==> config.mk <==
export PLATFORM = sky130hd
export DESIGN_NAME = flash_op_seq
export DESIGN_NICKNAME = d
export VERILOG_FILES = /design/src/rtl/flash_op_seq.sv
export SDC_FILE = /design/constraint.sdc
export NUM_CORES = 1
export LEC_CHECK = 0
export BUFFER_PORTS_ARGS = -buffer_cell sky130_fd_sc_hd__buf_4
export CAP_MARGIN = 20
export CORE_UTILIZATION = 56
export DETAILED_ROUTE_END_ITERATION = 12
export HOLD_SLACK_MARGIN = 0.05
export PLACE_DENSITY = 0.79
export SLEW_MARGIN = 20
export SYNTH_ARGS = -nofsm -noshare
export SYNTH_HDL_FRONTEND = slang
export SYNTH_SLANG_ARGS = --single-unit
==> constraint.sdc <==
create_clock -name clk_i -period 3 [get_ports clk_i]
set_clock_uncertainty 0.2 [all_clocks]
set_input_delay 0.15 -clock clk_i [delete_from_list [all_inputs] [get_ports clk_i]]
set_output_delay 0.15 -clock clk_i [all_outputs]
set_load 0.02 [all_outputs]
==> src/rtl/flash_op_seq.sv <==
module flash_op_seq #(
  parameter int AW    = 16,
  parameter int WW    = 32,
  parameter int CW    = 12,
  parameter int DEPTH = 4,
  localparam int LW   = $clog2(DEPTH + 1),
  localparam int PW   = (DEPTH > 1) ? $clog2(DEPTH) : 1
) (
  input  logic          clk_i,
  input  logic          rst_ni,
  input  logic          start_i,
  input  logic [1:0]    op_i,
  input  logic          part_i,
  input  logic [AW-1:0] addr_i,
  input  logic [CW-1:0] nwords_i,
  input  logic [LW-1:0] rd_lvl_i,
  output logic          busy_o,
  output logic          op_done_o,
  output logic          op_err_o,
  output logic          irq_rd_lvl_o,
  output logic          irq_prog_empty_o,
  input  logic          rf_pop_i,
  output logic [WW-1:0] rf_rdata_o,
  output logic          rf_empty_o,
  output logic [LW-1:0] rf_level_o,
  input  logic          pf_push_i,
  input  logic [WW-1:0] pf_wdata_i,
  output logic          pf_full_o,
  output logic          fl_req_o,
  output logic          fl_rd_o,
  output logic          fl_prog_o,
  output logic          fl_pg_erase_o,
  output logic          fl_bk_erase_o,
  output logic          fl_part_o,
  output logic [AW-1:0] fl_addr_o,
  output logic [WW-1:0] fl_prog_data_o,
  output logic          fl_prog_last_o,
  input  logic          fl_rd_done_i,
  input  logic          fl_prog_done_i,
  input  logic          fl_erase_done_i,
  input  logic [WW-1:0] fl_rd_data_i,
  input  logic          acc_err_i
);

  typedef enum logic [1:0] {OP_RD = 2'd0, OP_PG = 2'd1, OP_PE = 2'd2, OP_BE = 2'd3} op_e;

  op_e           op_q;
  logic          busy_q, req_q, done_q, err_q, part_q;
  logic [AW-1:0] addr_q;
  logic [CW-1:0] left_q;

  logic [WW-1:0] rf_mem [DEPTH];
  logic [PW-1:0] rf_wp, rf_rp;
  logic [LW-1:0] rf_cnt;
  logic [WW-1:0] pf_mem [DEPTH];
  logic [PW-1:0] pf_wp, pf_rp;
  logic [LW-1:0] pf_cnt;

  function automatic logic [PW-1:0] nxt(input logic [PW-1:0] p);
    return (p == PW'(DEPTH - 1)) ? '0 : p + 1'b1;
  endfunction

  logic [LW-1:0] eff_lvl;
  logic rd_room, pf_has, beat_done, issue, abort, last_beat;
  logic rf_push, rf_pop, pf_push, pf_pop;

  assign eff_lvl   = (rd_lvl_i == '0 || rd_lvl_i > LW'(DEPTH)) ? LW'(DEPTH) : rd_lvl_i;
  assign rd_room   = rf_cnt < eff_lvl;
  assign pf_has    = pf_cnt != '0;
  assign last_beat = left_q == '0;
  assign abort     = req_q && acc_err_i;
  assign beat_done = req_q && !acc_err_i &&
                     (op_q == OP_RD ? fl_rd_done_i :
                      op_q == OP_PG ? fl_prog_done_i : fl_erase_done_i);
  assign issue     = busy_q && !req_q &&
                     (op_q == OP_RD ? rd_room : op_q == OP_PG ? pf_has : 1'b1);

  assign rf_push = beat_done && op_q == OP_RD;
  assign rf_pop  = rf_pop_i && rf_cnt != '0;
  assign pf_pop  = beat_done && op_q == OP_PG;
  assign pf_push = pf_push_i && pf_cnt != LW'(DEPTH);

  always_ff @(posedge clk_i or negedge rst_ni) begin
    if (!rst_ni) begin
      busy_q <= 1'b0;
      req_q  <= 1'b0;
      done_q <= 1'b0;
      err_q  <= 1'b0;
      part_q <= 1'b0;
      op_q   <= OP_RD;
      addr_q <= '0;
      left_q <= '0;
    end else if (!busy_q) begin
      if (start_i) begin
        busy_q <= 1'b1;
        done_q <= 1'b0;
        err_q  <= 1'b0;
        op_q   <= op_e'(op_i);
        part_q <= part_i;
        addr_q <= addr_i;
        left_q <= op_i[1] ? '0 : nwords_i;
      end
    end else if (abort) begin
      req_q  <= 1'b0;
      busy_q <= 1'b0;
      err_q  <= 1'b1;
      done_q <= 1'b1;
    end else if (beat_done) begin
      req_q  <= 1'b0;
      addr_q <= addr_q + 1'b1;
      left_q <= left_q - 1'b1;
      if (last_beat) begin
        busy_q <= 1'b0;
        done_q <= 1'b1;
      end
    end else if (issue) begin
      req_q <= 1'b1;
    end
  end

  always_ff @(posedge clk_i) begin
    if (rf_push) rf_mem[rf_wp] <= fl_rd_data_i;
    if (pf_push) pf_mem[pf_wp] <= pf_wdata_i;
  end

  always_ff @(posedge clk_i or negedge rst_ni) begin
    if (!rst_ni) begin
      rf_wp  <= '0;
      rf_rp  <= '0;
      rf_cnt <= '0;
      pf_wp  <= '0;
      pf_rp  <= '0;
      pf_cnt <= '0;
    end else begin
      if (rf_push) rf_wp <= nxt(rf_wp);
      if (rf_pop)  rf_rp <= nxt(rf_rp);
      rf_cnt <= rf_cnt + LW'(rf_push) - LW'(rf_pop);
      if (pf_push) pf_wp <= nxt(pf_wp);
      if (pf_pop)  pf_rp <= nxt(pf_rp);
      pf_cnt <= pf_cnt + LW'(pf_push) - LW'(pf_pop);
    end
  end

  assign busy_o           = busy_q;
  assign op_done_o        = done_q;
  assign op_err_o         = err_q;
  assign irq_rd_lvl_o     = busy_q && op_q == OP_RD && !req_q && !rd_room;
  assign irq_prog_empty_o = busy_q && op_q == OP_PG && !req_q && !pf_has;

  assign rf_rdata_o = rf_mem[rf_rp];
  assign rf_empty_o = rf_cnt == '0;
  assign rf_level_o = rf_cnt;
  assign pf_full_o  = pf_cnt == LW'(DEPTH);

  assign fl_req_o       = req_q;
  assign fl_rd_o        = req_q && op_q == OP_RD;
  assign fl_prog_o      = req_q && op_q == OP_PG;
  assign fl_pg_erase_o  = req_q && op_q == OP_PE;
  assign fl_bk_erase_o  = req_q && op_q == OP_BE;
  assign fl_part_o      = part_q;
  assign fl_addr_o      = addr_q;
  assign fl_prog_data_o = pf_mem[pf_rp];
  assign fl_prog_last_o = fl_prog_o && last_beat;

endmodule

==> results.sh, run 1 <==
export IMPL_critPathTopFamily="compound AO/OA/AOI/OAI gates"
export IMPL_top_layer_used="met4"
export IMPL_std_cell_rows=54
export IMPL_vdd_drop_max_mv=0.7448
export IMPL_grt_pass1_vias=8060
export IMPL_area_growth_pct=32.89
export IMPL_dp_slack_ps=443.5
export IMPL_placed_area_um2=14350
export IMPL_vias=7699
export IMPL_fin_util=0.7578
export IMPL_period_needed_ps=2743
export IMPL_place_inst=1154
export IMPL_regArea_um2=8916
export IMPL_multi_input_area_um2=3278
export IMPL_async_flop_share=0.1607
export IMPL_start_util=0.5702
export IMPL_design_die_area_um2=22820
export IMPL_tns_ps=0
export IMPL_crit_path_cell_trace="and2_1, o2111a_1, and4_1, nor3_1, dlygate4sd3_1"
export IMPL_fin_cells=1331
export IMPL_vias_per_cell=5.784
export IMPL_clockBufferDepth=3
export IMPL_critPathMaxStageDelay_ps=650
export IMPL_start_kind="register"
export IMPL_fillers=1247
export IMPL_synth_nets=811
export IMPL_cp_required_ps=3220
export IMPL_hold_violations=0
export IMPL_grt_max_degree=50
export IMPL_cp_num_buf_inv=1
export IMPL_p_leak_nw=6.164
export IMPL_synth_cells=682
export IMPL_clk_pin_slew_ps=60
export IMPL_synth_avg_cell_area_um2=18.25
export IMPL_finalCritPeriodShare=0.9143
export IMPL_p_per_area_nw_per_um2=933.9
export IMPL_finalSetupViolations=0
export IMPL_synth_enable_flop_cells=256
export IMPL_ys_types=71
export IMPL_timing_fmax_ghz=0.3646
export IMPL_whs_ps=99.75
export IMPL_post_dp_hpwl_um=15400
export IMPL_final_common_cell="edfxtp_1"
export IMPL_grt_overflow=0
export IMPL_yosysWarnings=0
export IMPL_arrival_ps=2960
export IMPL_cts_buffers=30
export IMPL_min_path_type="primary input to register"
export IMPL_crit_slowest_cell="o2111a_1"
export IMPL_cts_tree="yes"
export IMPL_worst_slack_ps=257.0
export IMPL_num_antenna_cells=0
export IMPL_track_usage=0.2422
export IMPL_ys_flop_type="edfxtp_1"
export IMPL_drtAntennaViolNets=0
export IMPL_tightest_slew_ps=757.1
export IMPL_slew_headroom=0.4952
export IMPL_crit_type="register to register"
export IMPL_drt_pass1_iterations=5
export IMPL_wl_per_cell_um=20.34
export IMPL_slew_viol_final=0
export IMPL_met3_length_um=1844
export IMPL_layout_common_cells="edfxtp_1 (256), buf_4 (222), dlygate4sd3_1 (120)"
export IMPL_finalPower_mw=15.44
export IMPL_routed_wl_um=27080
export IMPL_die_h_um=151.1
export IMPL_first_iter_violations=549
export IMPL_cp_max_fo=16
export IMPL_rsz0062_at_grt="false"
export IMPL_postLayoutCellArea_um2=16540
export IMPL_root_buffer="clkbuf_16"
export IMPL_synth_area_um2=12440
export IMPL_wl_met1_um=11100
export IMPL_yosysSeqAreaShare=0.7163
export IMPL_wl_met2_um=13530
export IMPL_port_buffers=203
export IMPL_antenna_found_initial=0
export IMPL_drive_above_1_share=0.3387
export IMPL_clk_latency_ps=530
export IMPL_outcome="completed"
export IMPL_cts_max_level=1
export IMPL_chipWidth_um=151.1
export IMPL_crit_path_end_kind="register"
export IMPL_io_pins=204
export IMPL_grt_pass1_wl_um=42060
export IMPL_clkSinkCount=305
export IMPL_drv_cap=0
export IMPL_finalNetCount=1156
export IMPL_drc=0
export IMPL_ys_ff_latch=305
export IMPL_place_gp_congestion=0.8430
export IMPL_core_um2=21820
==> registers in the layout, summed over array words and instances (netlist names) <==
name,count
busy_o,1
fl_addr_o,16
fl_part_o,1
fl_req_o,1
left_q,12
op_done_o,1
op_err_o,1
op_q,2
pf_cnt,3
pf_mem,128
pf_rp,2
pf_wp,2
rf_level_o,3
rf_mem,128
rf_rp,2
rf_wp,2
==> cell type report <==
class                      instances  share of cell area
inverter                          25            0.005675
sequential                       305              0.5392
timing repair buffer             345              0.1775
clock buffer                      34             0.04759
clock inverter                    22             0.01067
multi-input combinational        320              0.1982
tap                              280             0.02118
==> Yosys cell counts, types with 3 or more instances <==
master	number	share of area
edfxtp_1	256	0.62
mux4_2	64	0.12
dfrtp_1	49	0.099
nor2_1	27	0.0081
inv_1	25	0.0075
nand2_1	22	0.0066
ha_1	20	0.020
clkbuf_1	17	0.0051
nand3_1	14	0.0056
a21oi_1	12	0.0048
and2_1	11	0.0055
nor3_1	11	0.0044
buf_2	10	0.0040
o21ai_1	10	0.0040
and3_1	6	0.0030
or3_1	6	0.0030
a211oi_1	5	0.0030
a22oi_1	5	0.0030
mux2_2	5	0.0045
nand2b_1	5	0.0025
nand4_1	5	0.0025
nor2b_1	5	0.0025
and4_1	4	0.0028
mux2_1	4	0.0036
nor4_1	4	0.0020
o22ai_1	4	0.0020
o311ai_0	4	0.0028
a21o_1	3	0.0018
a22o_1	3	0.0021
a31oi_1	3	0.0015
a32o_1	3	0.0024
a32oi_1	3	0.0021
buf_6	3	0.0027
o211ai_1	3	0.0018
o21ai_0	3	0.0012
xnor2_1	3	0.0021
==> metal layers <==
metal | vias to the layer above | track usage
li1 | 3447 | -
met1 | 3835 | 0.3256
met4 | 0 | 0.06550
met5 | - | 0
met3 | 66 | 0.03946
met2 | 351 | 0.4126
==> worst min-delay path: stages <==
cell     delay, ps
buf_4           80
mux2_4         190
o21a_1         110
o21ai_0         70
a32o_1         200
==> final timing paths <==
path	startpoint	slack, ps	endpoint	cells past startpoint
min reg2reg	fl_part_o	280	fl_part_o	2
max reg2reg	fl_req_o	260	fl_addr_o[8]	5
max in group asynchronous	rst_ni	1840	pf_rp[0]	4
min in group asynchronous	rst_ni	500	left_q[2]	4
min	fl_rd_done_i	100	fl_req_o	5
max	fl_req_o	260	fl_addr_o[8]	5
==> repair_timing <==
item                                   in CTS  in global routing
setup buffers                               0                  0
hold buffers                              121                  0
resized for setup                           0                  0
endpoints found under the hold margin     344                  0
==> cells by family after synthesis <==
| family | count (synthesis) | synth area share |
|---|---|---|
| flip-flops | 305 | 0.7163 |
| buffers and inverters | 57 | 0.02031 |
| AND/OR/NAND/NOR | 132 | 0.05691 |
| adder cells (fa/ha/maj) | 22 | 0.02333 |
| multiplexers | 76 | 0.1268 |
| AO/OA/AOI/OAI | 86 | 0.05359 |
| XOR/XNOR | 4 | 0.002816 |
==> power breakdown <==
part	internal, mW	leakage, nW	total [mW]	switching, mW
combinational	2.75	2.79	5.89	3.14
sequential	5.40	2.91	5.96	0.554
clock	2.06	0.459	3.60	1.53
total	10.2	6.16	15.4	5.23
No activity file was read; power rests on OpenSTA's default activity.
==> inputs of run 2 (changes only) <==
--- a/config.mk
+++ b/config.mk
@@ -11,6 +11,7 @@
 export DETAILED_ROUTE_END_ITERATION = 12
 export HOLD_SLACK_MARGIN = 0.05
 export PLACE_DENSITY = 0.79
+export RECOVER_POWER = 25
 export SLEW_MARGIN = 20
 export SYNTH_ARGS = -nofsm -noshare
 export SYNTH_HDL_FRONTEND = slang
==> results.sh, run 2 (synthesis results as in run 1) <==
export IMPL_crit_slowest_cell="o2111a_1"
export IMPL_grt_max_degree=50
export IMPL_port_buffers=203
export IMPL_placed_area_um2=14350
export IMPL_chipWidth_um=151.1
export IMPL_place_gp_congestion=0.8430
export IMPL_io_pins=204
export IMPL_p_leak_nw=5.993
export IMPL_swShare=0.3391
export IMPL_clk_pin_slew_ps=60
export IMPL_antenna_found_initial=0
export IMPL_drt_pass1_iterations=5
export IMPL_p_switching_mw=5.226
export IMPL_design_die_area_um2=22820
export IMPL_routed_wl_um=27080
export IMPL_min_path_type="primary input to register"
export IMPL_clk_latency_ps=540
export IMPL_std_cell_rows=54
export IMPL_final_common_cell="edfxtp_1"
export IMPL_clkSinkCount=305
export IMPL_timing_fmax_ghz=0.3660
export IMPL_start_kind="register"
export IMPL_tightest_slew_ps=763.6
export IMPL_grt_overflow=0
export IMPL_finalCritPeriodShare=0.9107
export IMPL_combPwrFrac=0.380
export IMPL_internal_power_mw=10.19
export IMPL_hold_violations=0
export IMPL_first_iter_violations=541
export IMPL_core_um2=21820
export IMPL_grt_pass1_wl_um=42060
export IMPL_p_per_area_nw_per_um2=942.1
export IMPL_vias=7695
export IMPL_crit_path_cell_trace="and2_1, o2111a_1, and3_1, nor3_1, dlygate4sd3_1"
export IMPL_slew_headroom=0.4910
export IMPL_wl_per_cell_um=20.35
export IMPL_postLayoutCellArea_um2=16360
export IMPL_layout_common_cells="edfxtp_1 (256), buf_4 (175), dlygate4sd3_1 (120)"
export IMPL_post_dp_hpwl_um=15400
export IMPL_finalSetupViolations=0
export IMPL_start_util=0.5702
export IMPL_outcome="completed"
export IMPL_cts_max_level=1
export IMPL_clockBufferDepth=3
export IMPL_crit_type="register to register"
export IMPL_arrival_ps=2950
export IMPL_vdd_drop_max_mv=0.7449
export IMPL_track_usage=0.2422
export IMPL_root_buffer="clkbuf_16"
export IMPL_area_growth_pct=31.47
export IMPL_cp_max_fo=16
export IMPL_slew_viol_final=0
export IMPL_drive_above_1_share=0.2940
export IMPL_period_needed_ps=2732
export IMPL_cts_tree="yes"
export IMPL_cp_required_ps=3220
export IMPL_pwr_share_seq=0.386
export IMPL_tns_ps=0
export IMPL_num_antenna_cells=0
export IMPL_die_h_um=151.1
export IMPL_rsz0062_at_grt="false"
export IMPL_drv_cap=0
export IMPL_drtAntennaViolNets=0
export IMPL_critPathMaxStageDelay_ps=650
export IMPL_grt_pass1_vias=8060
export IMPL_finalNetCount=1156
export IMPL_whs_ps=102.7
export IMPL_vias_per_cell=5.781
export IMPL_drc=0
export IMPL_clkPwrFrac=0.233
export IMPL_crit_path_end_kind="register"
export IMPL_cts_buffers=30
[run 2: changes by cell type in the layout (fill, tap and decap cells not counted), sizes merged]
cell	previous run	this run
buf	225	178
clkbuf	34	81
[run 2: worst max-delay path, delay by kind of cell, from the launching register on]
kind / cells / cell delay [ps]
buf+inv: 1 / 560
compound gates: 1 / 650
flops: 1 / 580
simple gates: 3 / 630
[run 2: path summary, 6_finish.rpt]
kind | startpoint | endpoint | slack (ps) | depth (start not counted)
min in group asynchronous | rst_ni | left_q[2] | 500 | 4
worst max register to register | fl_req_o | fl_addr_o[2] | 270 | 5
worst min register to register | fl_part_o | fl_part_o | 280 | 2
max in group asynchronous | rst_ni | pf_rp[0] | 1830 | 4
worst min-delay path | fl_rd_done_i | fl_req_o | 100 | 5
worst max-delay path | fl_req_o | fl_addr_o[2] | 270 | 5
[run 2: metrics by stage]
step           total power [mW]  setup slack (ps)  cells  utilization
3_5_place_dp              11.59             443.5   1154       0.6573
6_report                  15.41             267.8   1331       0.7497
4_1_cts                   15.47             335.0   1331       0.7578
3_3_place_gp              11.48             503.7   1154       0.6573
2_1_floorplan             9.535             231.5    682            -
5_1_grt                   16.17             146.9   1331       0.7497
[run 2: timing repair]
| action | in CTS | in global routing |
|---|---|---|
| hold endpoints to repair | 344 | 0 |
| hold buffers | 121 | 0 |
| resized for setup | 0 | 0 |
| setup buffers | 0 | 0 |
[run 2: power groups by stage]
stage	Clock [mW]	Sequential, mW	Combinational (mW)
2_1_floorplan	0	5.99	3.55
3_3_place_gp	0	5.97	5.52
3_5_place_dp	0	6.00	5.59
4_1_cts	3.67	5.93	5.87
5_1_grt	3.82	6.04	6.31
6_report	3.59	5.96	5.86
[run 2: final cells by class]
class | count | area, um^2
repair buffers | 345 | 2759
flip-flops and latches | 305 | 8916
clock buffers | 34 | 787.0
inverters | 25 | 93.84
multi-input cells | 320 | 3278
fillers | 1306 | 5463
clock inverters | 22 | 176.4
well taps | 280 | 350.3
[run 2: metal layers]
metal / wire length [um] / GRT usage / vias to the layer above
met5: 0 / 0 / -
met4: 545 / 0.06550 / 0
met3: 1868 / 0.03946 / 54
met2: 13590 / 0.4126 / 334
met1: 11080 / 0.3256 / 3863
li1: - / - / 3444
==> inputs of run 3 (changes only) <==
--- a/config.mk
+++ b/config.mk
@@ -7,12 +7,14 @@
 export LEC_CHECK = 0
 export BUFFER_PORTS_ARGS = -buffer_cell sky130_fd_sc_hd__buf_4
 export CAP_MARGIN = 20
-export CORE_UTILIZATION = 56
+export CORE_UTILIZATION = 58
+export CTS_BUF_LIST = sky130_fd_sc_hd__clkbuf_8
 export DETAILED_ROUTE_END_ITERATION = 12
 export HOLD_SLACK_MARGIN = 0.05
-export PLACE_DENSITY = 0.79
+export PLACE_DENSITY = 0.82
 export RECOVER_POWER = 25
 export SLEW_MARGIN = 20
 export SYNTH_ARGS = -nofsm -noshare
 export SYNTH_HDL_FRONTEND = slang
 export SYNTH_SLANG_ARGS = --single-unit
+export TNS_END_PERCENT = 50
==> constraint.sdc (replaced) <==
create_clock -name clk_i -period 3 [get_ports clk_i]
set_clock_uncertainty 0.2 [all_clocks]
set_input_delay 0.15 -clock clk_i [delete_from_list [all_inputs] [get_ports clk_i]]
set_output_delay 0.15 -clock clk_i [all_outputs]
set_load 0.1 [all_outputs]
==> results.sh, run 3 (synthesis results as in run 1) <==
export IMPL_core_um2=21020
export IMPL_timing_fmax_ghz=0.3458
export IMPL_drtAntennaViolNets=0
export IMPL_die_h_um=148.5
export IMPL_drv_cap=0
export IMPL_track_usage=0.2771
export IMPL_cts_max_level=2
export IMPL_grt_max_degree=50
export IMPL_grt_pass1_vias=8316
export IMPL_place_gp_congestion=0.8912
export IMPL_finalCritPeriodShare=0.9641
export IMPL_cts_setup_buffers=0
export IMPL_start_kind="register"
export IMPL_grt_pass1_wl_um=45940
export IMPL_slew_viol_final=0
export IMPL_tns_ps=0
export IMPL_port_buffers=203
export IMPL_finalSetupViolations=0
export IMPL_hold_violations=0
export IMPL_crit_type="register to register"
export IMPL_tightest_slew_ps=835.8
export IMPL_area_growth_pct=32.81
export IMPL_drt_pass1_iterations=5
export IMPL_final_common_cell="edfxtp_1"
export IMPL_root_buffer="clkbuf_8"
export IMPL_cp_max_fo=33
export IMPL_clk_latency_ps=560
export IMPL_rsz0062_at_grt="false"
export IMPL_outcome="completed"
export IMPL_cts_tree="yes"
export IMPL_crit_path_end_kind="register"
export IMPL_finalNetCount=1191
export IMPL_routed_wl_um=30120
export IMPL_std_cell_rows=53
export IMPL_clk_pin_slew_ps=60
export IMPL_antenna_found_initial=0
export IMPL_cp_required_ps=3290
export IMPL_grt_overflow=0
export IMPL_drive_above_1_share=0.3040
export IMPL_slew_headroom=0.4428
export IMPL_chipWidth_um=148.5
export IMPL_clockBufferDepth=3
export IMPL_period_needed_ps=2892
export IMPL_min_path_type="primary input to register"
export IMPL_vias_per_cell=5.913
export IMPL_layout_common_cells="edfxtp_1 (256), buf_4 (175), dlygate4sd3_1 (134)"
export IMPL_start_util=0.5920
export IMPL_num_antenna_cells=0
export IMPL_cts_buffers=49
export IMPL_clkSinkCount=305
export IMPL_first_iter_violations=693
export IMPL_io_pins=204
export IMPL_drc=0
export IMPL_wl_per_cell_um=21.87
export IMPL_post_dp_hpwl_um=16710
export IMPL_arrival_ps=3180
export IMPL_design_die_area_um2=22050
export IMPL_vias=8142
run 3: cell count changes in the layout (fill, tap and decap cells not counted), sizes merged:
cell	change
clkinv	+12
clkbuf	+18
inv	+13
dlygate4sd3	+14
clkinvlp	-6
run 3: final cells by class:
cell class | instances | area [um^2]
flip-flops and latches | 305 | 8925
clock inverters | 41 | 216.5
well taps | 275 | 344.1
fillers | 1131 | 4494
repair buffers | 361 | 2907
inverters | 25 | 93.84
clock buffers | 50 | 688.2
multi-input cells | 320 | 3353
run 3: path summary, 6_finish.rpt:
check / slack, ps / cells past startpoint / start / to
max: 110 / 6 / busy_o / left_q[0]
min reg2reg: 310 / 1 / pf_cnt[0] / pf_cnt[0]
max reg2reg: 110 / 6 / busy_o / left_q[0]
max in group asynchronous: 1870 / 4 / rst_ni / rf_level_o[0]
min in group asynchronous: 460 / 4 / rst_ni / left_q[6]
min: 120 / 5 / fl_rd_done_i / fl_req_o
run 3: metal layers:
| layer | global-route usage | vias to the layer above | share of wire |
|---|---|---|---|
| met3 | 0.05000 | 80 | 0.077 |
| met4 | 0.09742 | 0 | 0.026 |
| li1 | - | 3532 | - |
| met1 | 0.3470 | 4078 | 0.37 |
| met2 | 0.4855 | 452 | 0.53 |
| met5 | 0 | - | 0 |
run 3: stage by stage:
stage,std cells,hold WS [ps],util,instance area (um^2),worst slack [ps]
6_report,1377,120.4,0.7862,16530,107.8
5_1_grt,1377,129.8,0.7862,16530,7.463
4_1_cts,1377,78.61,0.7941,16690,139.9
3_5_place_dp,1151,21.26,0.6859,14420,425.1
3_3_place_gp,1151,16.44,0.6859,14420,478.3
2_1_floorplan,682,-345.6,-,12510,-253.7
run 3: repair_timing:
action / in CTS / in global routing
endpoints found under the setup margin: 0 / 5
hold endpoints to repair: 346 / 0
resized for setup: 0 / 3
hold buffers: 135 / 0
run 3: critical path: stages, from the launching register on:
cell and delay (ps):
dfrtp_1 390, buf_4 250, nor2_2 440, a22oi_1 140
dlygate4sd3_1 600, a21oi_1 180, dlygate4sd3_1 600
Power of run 3 is left out: the tool's default activity adds up to more than one toggle a clock period on the data nets, which glitch-free logic cannot reach.
